`src/rtl/usbrst_pkg.sv`:
```
package usbrst_pkg;
  // control -> datapath
  typedef struct packed {
    logic cntClear;
    logic cntStep;
  } cntStrobe_t;

  // datapath -> control
  typedef struct packed {
    logic se0Now;   // synchronized lines both low
    logic cntLast;  // count one short of threshold
    logic cntFull;  // count saturated at threshold
  } lineStatus_t;
endpackage

```
`src/rtl/usbrst_datapath.sv`:
```
module usbrst_datapath
  import usbrst_pkg::*;
#(
  parameter int SYNC_STAGES = 2,
  parameter int QUAL_CYCLES = 600
) (
  input  logic        clk,
  input  logic        rstN,
  input  logic        dpLine,
  input  logic        dmLine,
  input  cntStrobe_t  strobe,
  output lineStatus_t status
);
  localparam int CNT_W = $clog2(QUAL_CYCLES + 1);
  localparam int SMSB  = SYNC_STAGES - 1;

  logic [SYNC_STAGES-1:0] dpSync;
  logic [SYNC_STAGES-1:0] dmSync;
  logic [CNT_W-1:0]       se0Cnt;

  generate
    if (SYNC_STAGES == 1) begin : g_sync1
      always_ff @(posedge clk or negedge rstN) begin
        if (!rstN) begin
          dpSync <= 1'b1;
          dmSync <= 1'b1;
        end else begin
          dpSync <= dpLine;
          dmSync <= dmLine;
        end
      end
    end else begin : g_syncN
      always_ff @(posedge clk or negedge rstN) begin
        if (!rstN) begin
          dpSync <= '1;
          dmSync <= '1;
        end else begin
          dpSync <= {dpSync[SYNC_STAGES-2:0], dpLine};
          dmSync <= {dmSync[SYNC_STAGES-2:0], dmLine};
        end
      end
    end
  endgenerate

  always_ff @(posedge clk or negedge rstN) begin
    if (!rstN)               se0Cnt <= '0;
    else if (strobe.cntClear) se0Cnt <= '0;
    else if (strobe.cntStep)  se0Cnt <= se0Cnt + 1'b1;
  end

  always_comb begin
    status.se0Now  = !dpSync[SMSB] && !dmSync[SMSB];
    status.cntLast = (se0Cnt == CNT_W'(QUAL_CYCLES - 1));
    status.cntFull = (se0Cnt == CNT_W'(QUAL_CYCLES));
  end

  // a clear strobe from control must empty the count (glitch restart)
  assert_cnt_clear_R7: assert property (@(posedge clk) disable iff (!rstN)
    strobe.cntClear |=> (se0Cnt == '0));

  // count never runs past the threshold
  assert_cnt_bound_R2: assert property (@(posedge clk) disable iff (!rstN)
    se0Cnt <= CNT_W'(QUAL_CYCLES));
endmodule

```
`src/rtl/usbrst_control.sv`:
```
module usbrst_control
  import usbrst_pkg::*;
(
  input  logic        clk,
  input  logic        rstN,
  input  lineStatus_t status,
  input  logic        suspendIn,
  input  logic        flagWrEn,
  input  logic        flagWrData,
  output cntStrobe_t  strobe,
  output logic        busResetFlag,
  output logic        oscWake,
  output logic        cpuHold
);
  logic hit;

  always_comb begin
    strobe.cntClear = !status.se0Now;
    strobe.cntStep  = status.se0Now && !status.cntFull;
    hit             = status.se0Now && status.cntLast;
  end

  always_ff @(posedge clk or negedge rstN) begin
    if (!rstN) begin
      busResetFlag <= 1'b0;
      cpuHold      <= 1'b0;
      oscWake      <= 1'b0;
    end else begin
      if (hit)                          busResetFlag <= 1'b1;
      else if (flagWrEn && !flagWrData) busResetFlag <= 1'b0;
      cpuHold <= hit || (cpuHold && status.se0Now);
      oscWake <= hit && suspendIn;
    end
  end

  assert_flag_sticky_R4: assert property (@(posedge clk) disable iff (!rstN)
    (busResetFlag && !(flagWrEn && !flagWrData)) |=> busResetFlag);

  assert_hold_release_R5: assert property (@(posedge clk) disable iff (!rstN)
    (cpuHold && !status.se0Now) |=> !cpuHold);

  assert_hold_with_flag_R3: assert property (@(posedge clk) disable iff (!rstN)
    $rose(cpuHold) |-> busResetFlag);

  assert_wake_suspended_R6: assert property (@(posedge clk) disable iff (!rstN)
    oscWake |-> $past(suspendIn));

  assert_wake_single_R6: assert property (@(posedge clk) disable iff (!rstN)
    oscWake |=> !oscWake);
endmodule

```
`src/rtl/usb_bus_reset_det.sv`:
```
module usb_bus_reset_det
  import usbrst_pkg::*;
#(
  parameter int CLK_MHZ     = 50,
  parameter int SYNC_STAGES = 2,
  parameter int QUAL_CYCLES = 12 * CLK_MHZ
) (
  input  logic clk,
  input  logic rstN,
  input  logic dpLine,
  input  logic dmLine,
  input  logic suspendIn,
  input  logic flagWrEn,
  input  logic flagWrData,
  output logic busResetFlag,
  output logic oscWake,
  output logic cpuHold
);
  cntStrobe_t  strobe;
  lineStatus_t status;

  usbrst_datapath #(
    .SYNC_STAGES(SYNC_STAGES),
    .QUAL_CYCLES(QUAL_CYCLES)
  ) u_datapath (
    .clk   (clk),
    .rstN  (rstN),
    .dpLine(dpLine),
    .dmLine(dmLine),
    .strobe(strobe),
    .status(status)
  );

  usbrst_control u_control (
    .clk         (clk),
    .rstN        (rstN),
    .status      (status),
    .suspendIn   (suspendIn),
    .flagWrEn    (flagWrEn),
    .flagWrData  (flagWrData),
    .strobe      (strobe),
    .busResetFlag(busResetFlag),
    .oscWake     (oscWake),
    .cpuHold     (cpuHold)
  );

  // no output may be active before a full threshold run has been possible
  assert_out_quiet_R8: assert property (@(posedge clk) disable iff (!rstN)
    $rose(rstN) |-> (!busResetFlag && !cpuHold && !oscWake));
endmodule

```
`config.mk`:
```
export PLATFORM = sky130hd
export DESIGN_NAME = usb_bus_reset_det
export DESIGN_NICKNAME = d
export VERILOG_FILES = /design/src/rtl/usbrst_pkg.sv /design/src/rtl/usbrst_datapath.sv /design/src/rtl/usbrst_control.sv /design/src/rtl/usb_bus_reset_det.sv
export SDC_FILE = /design/constraint.sdc
export NUM_CORES = 1
export LEC_CHECK = 0
export BUFFER_PORTS_ARGS = -buffer_cell sky130_fd_sc_hd__buf_2
export CAP_MARGIN = 40
export CORE_UTILIZATION = 48
export DETAILED_ROUTE_END_ITERATION = 8
export PLACE_DENSITY_LB_ADDON = 0.2
export SKIP_LAST_GASP = 1
export SYNTH_ARGS = -nofsm -noshare
export SYNTH_HDL_FRONTEND = slang
export SYNTH_HIERARCHICAL = 1
export SYNTH_SLANG_ARGS = --single-unit
export TNS_END_PERCENT = 20
```
`constraint.sdc`:
```
create_clock -name clk -period 1.8 [get_ports clk]
set_input_delay 0.18 -clock clk [delete_from_list [all_inputs] [get_ports clk]]
set_output_delay 0.18 -clock clk [all_outputs]
set_load 0.1 [all_outputs]
```
* After elaboration in Yosys (flattened, before gate mapping) *
Cells that the tools add are included.

word-level totals
  register bits = 17
  bits of input ports = 7
  output and inout bits = 3
  word-level logic and storage cells = 26

cells by class
  add/sub/neg operators = 1
  equality and inequality tests = 3
  mux-type cells = 4
  reduce and logical (&&, ||, !) cells = 12

operators with widths
  kind                                           number
  == test 10 bit, second input constant          2
  2-to-1 mux 10 bit                              2
  adder 10 x 1 -> 10 bit, second input constant  1
  logical AND 1 bit                              6
  zero test 1 bit                                4
  2-to-1 mux 1 bit                               2
  inequality test 2 bit, second input constant   1
  nonzero test 2 bit                             1
  logical OR 1 bit                               1

* Depth between registers and ports, before layout *
  depth after elaboration = 5
  depth in mapped cells = 9

* Modules after synthesis *
Netlist, hierarchy kept.

modules (own cells, without submodules)
  module           instances  cells an instance  area each (sq um)  sequential area each (sq um)
  usbrst_datapath  1          61                 669.4              355.3
  usbrst_control   1          10                 111.4              75.1

* Least setup slack after synthesis *
Ideal clock, no wire load.

  kind = reg-to-reg
  from = register u_datapath.se0Cnt[0]
  to = register u_datapath.se0Cnt[8]
  data arrival time = 1.677 ns
  required time = 1.723 ns
  slack = 0.045 ns
  cell stages (with the launch flop) = 10
  buffers on the path = 1
  period minus slack after synthesis = 1.755 ns
  path through = dfrtp_1 inv_1 ha_1 nand2_1 nor3_1 nor2_1 buf_6 o211ai_4 or4_1 a21oi_1

RTL lines
  item                    RTL line               text
  start, declared         usbrst_datapath.sv:19  logic [CNT_W-1:0] se0Cnt;
  start signal, assigned  usbrst_datapath.sv:48  else if (strobe.cntStep) se0Cnt <= se0Cnt + 1'b1;

==> results.json <==
{
  "vdd_ir_drop_max_uv": 530.6,
  "synth_simple_gate_area_share_pct": 20.03,
  "hpwl_um": 1002,
  "net-switching-power_uw": 140.4,
  "synth_edf_count": 0,
  "nFillCells": 120,
  "synth_compound_area_share_pct": 11.54,
  "fin_cells": 111,
  "cts_max_path_buffers": 2,
  "grt_pass1_vias": 548,
  "fin_total_pwr_uw": 632.3,
  "fin_crit_sh_pct": 97.08,
  "worstReg2RegEnd": "u_datapath/se0Cnt[8]",
  "yosysTopAreaCell": "dfrtp_1",
  "power_switching_share_pct": 22.21,
  "place.gp.congestion": 0.8046,
  "synth-seq-area-share_pct": 55.13,
  "routed_via_density": 5.604,
  "cp_data_arrival_time_ns": 1.97,
  "grt_start_max_net_pins": 18,
  "route.detailed.drc": 0,
  "antenna_found_initial": 0,
  "fmax_ghz": 0.5723,
  "combPwrFrac_pct": 6.6,
  "multi_input_area_um2": 344.1,
  "pwr-share-seq_pct": 62.0,
  "synth_area_um2": 780.7,
  "setup-tns-final_ns": 0,
  "track_usage_pct": 17.87,
  "ys_ff_latch": 17,
  "synth_area_per_cell_um2": 11.00,
  "clk_pin_slew_ns": 0.10,
  "register_area_um2": 430.4,
  "ys_types": 25,
  "cts-htree-levels": 1,
  "fp.dieH_um": 42.33,
  "die-area_um2": 1792,
  "worstMarginPinSlew_ns": 0.4833,
  "p_int_uw": 491.8,
  "clockPowerShare_pct": 31.3,
  "whs_endpoint": "u_control/oscWake",
  "r2r_setup_slack_ns": 0.05,
  "fp.dieW_um": 42.33,
  "core_area_um2": 1506,
  "synth-main-ff-cell": "dfrtp_1",
  "synth_fa_ha_area_share_pct": 3.205,
  "syn_to_final_growth_pct": 25.48,
  "antenna_left": 0,
  "yosysMostFrequentCell": "dfrtp_1",
  "finalMaxSlewViolations": 0,
  "dp.cells": 101,
  "drtPass1Iterations": 4,
  "grt-ovfl-total": 0,
  "synth.area.top_cells": "dfrtp_1, dfstp_2, nor2_1",
  "ys_async_sr_fraction_pct": 100.0,
  "cts_buffers": 3,
  "yosys_warnings": 6,
  "rsz0062_at_grt": "true",
  "clock_latency_ns": 0.29,
  "skew_ns": 0.006791,
  "synth.area.mux_share_pct": 1.282,
  "end_kind": "flip-flop",
  "synthXorXnorAreaFrac_pct": 4.487,
  "finalHoldViolCount": 0,
  "setup_viol": 0,
  "synth_top_area_share_pct": 41.67,
  "cap_violations": 0,
  "ys_top_cells_by_count": "dfrtp_1, nor2_1, a21oi_1",
  "min_delay_path_depth": 2,
  "drive_gt1_share_pct": 34.74,
  "syn_inst": 71,
  "wl_per_cell_um": 13.66,
  "antenna_cells": 0,
  "start_util_pct": 51.83,
  "synth_top_family_by_area": "simple AND/OR/NAND/NOR gates",
  "io_buffers": 9,
  "num_vias": 622,
  "crit_path_max_fanout": 5,
  "cp.required_ns": 2.03,
  "final.min_clock_period_ns": 1.747,
  "start_kind": "flip-flop",
  "cts_tree": "built",
  "clockRootBuffer": "clkbuf_4",
  "rows": 14,
  "synth_nets": 80,
  "clock_sinks": 17,
  "min_from": "suspendIn",
  "drt_iter0_markers": 9,
  "status": "finished, final reports clean",
  "r2r_start": "u_datapath/se0Cnt[0]",
  "reg2reg_depth": 8,
  "io_pins": 10,
  "grt_pass1_wl_um": 2352,
  "wirelength_um": 1516,
  "hold_path.class": "primary input to flip-flop",
  "p_leak_uw": 0.0004155,
  "slew_headroom_pct": 68.00,
  "fin_nets": 105,
  "powerDensity_nw_per_um2": 645.4,
  "final_core_util_pct": 65.03,
  "critical_path_class": "flip-flop to flip-flop"
}
## how the worst max path moves through the flow
stage,depth (start not counted),end,startpoint,slack [ns]
after floorplan,9,u_datapath/se0Cnt[8],u_datapath/se0Cnt[0],0.05
after global placement,7,u_datapath/se0Cnt[9],u_datapath/se0Cnt[8],0.06
after detailed placement,7,u_datapath/se0Cnt[8],u_datapath/se0Cnt[9],0.03
after CTS,7,u_datapath/se0Cnt[8],u_datapath/se0Cnt[9],0.002
after global routing,8,u_datapath/se0Cnt[4],u_datapath/se0Cnt[7],-0.06
final,8,u_datapath/se0Cnt[8],u_datapath/se0Cnt[0],0.05
## flip-flops by register name (all words and copies together) (netlist names)
name                    cells
u_control/oscWake           1
u_datapath/dpSync           2
u_control/cpuHold           1
u_datapath/se0Cnt          10
u_datapath/dmSync           2
u_control/busResetFlag      1
## power groups by stage
stage / clock [uW] / sequential (uW) / combinational, uW
3_3_place_gp: 0 / 399 / 34.9
3_5_place_dp: 0 / 400 / 35.5
6_report: 198 / 392 / 41.8
4_1_cts: 208 / 392 / 42.4
2_1_floorplan: 0 / 400 / 16.0
5_1_grt: 223 / 393 / 47.1
## metrics by stage
| step | cell area (um^2) | worst slack [ns] | hold WS, ns |
|---|---|---|---|
| after detailed placement | 879.6 | 0.02976 | 0.1153 |
| after global routing | 979.7 | -0.05552 | 0.1217 |
| after global placement | 879.6 | 0.05718 | 0.1127 |
| after CTS | 952.2 | 0.001986 | 0.1237 |
| after floorplan | 780.7 | 0.04511 | -0.1156 |
| final | 979.7 | 0.05260 | 0.1294 |
## layout by cell type, fill, tap and decap left out
cell           netlist  final
dfrtp_1             13     13
buf_2                0      9
buf_4                1      9
nor2_1               9      8
inv_1                4      4
nand2_1              4      4
o31ai_1              4      4
a21oi_1              5      4
dfstp_2              4      4
clkbuf_4             0      3
dlygate4sd3_1        0      3
or4_1                4      3
nand4_1              3      3
xor2_1               3      3
nand3_1              2      2
ha_1                 2      2
clkinv_2             0      1
o211ai_2             0      1
and3_1               1      1
nor2_2               0      1
nand2b_1             1      1
a22o_1               1      1
nor4bb_1             1      1
nor3_1               2      1
nor3_2               0      1
nand3_2              1      1
o211ai_4             1      1
o21ai_0              1      1
or3_1                1      1
mux2i_1              1      1
xnor2_1              1      1
or4_4                0      1
a21oi_2              0      1
## cell families after synthesis
| group | count (synthesis) |
|---|---|
| compound gates | 12 |
| xor+xnor | 4 |
| fa+ha+maj | 2 |
| buf+inv | 6 |
| flops | 17 |
| mux | 1 |
| simple gates | 29 |
## area by class of cell
type                            count  share of cell area (%)
Timing Repair Buffer               21                   14.56
Tap cell                           16                   2.043
Sequential cell                    17                   43.93
Inverter                            4                   1.533
Clock inverter                      1                  0.5109
Clock buffer                        3                   2.299
Multi-Input combinational cell     49                   35.12
## worst max-delay path: stages, from the launching register on
cell      delay, ns
dfrtp_1        0.36
inv_1          0.05
ha_1           0.19
nand2_1        0.08
nor3_2         0.05
nor2_2         0.20
o211ai_4       0.11
or4_4          0.49
a21oi_2        0.14
## timing repair
action / 4_1_cts / 5_1_grt
hold buffers: 3 / 0
cloned: 1 / 0
buffers inserted: 0 / 2
resized for setup: 1 / 3
hold endpoints to repair: 15 / 0
endpoints found under the setup margin: 1 / 8
pin swaps: 2 / 7
## metal layers
metal  vias to the layer above  track usage, %  part of all wire [%]
li1                        310               -                     -
met1                       292           22.86                    47
met2                        18           29.23                    48
met3                         2           3.879                   3.8
met4                         0           7.500                  0.92
met5                         -               0                     0
Note: power is estimated with default switching activity, not from simulation.
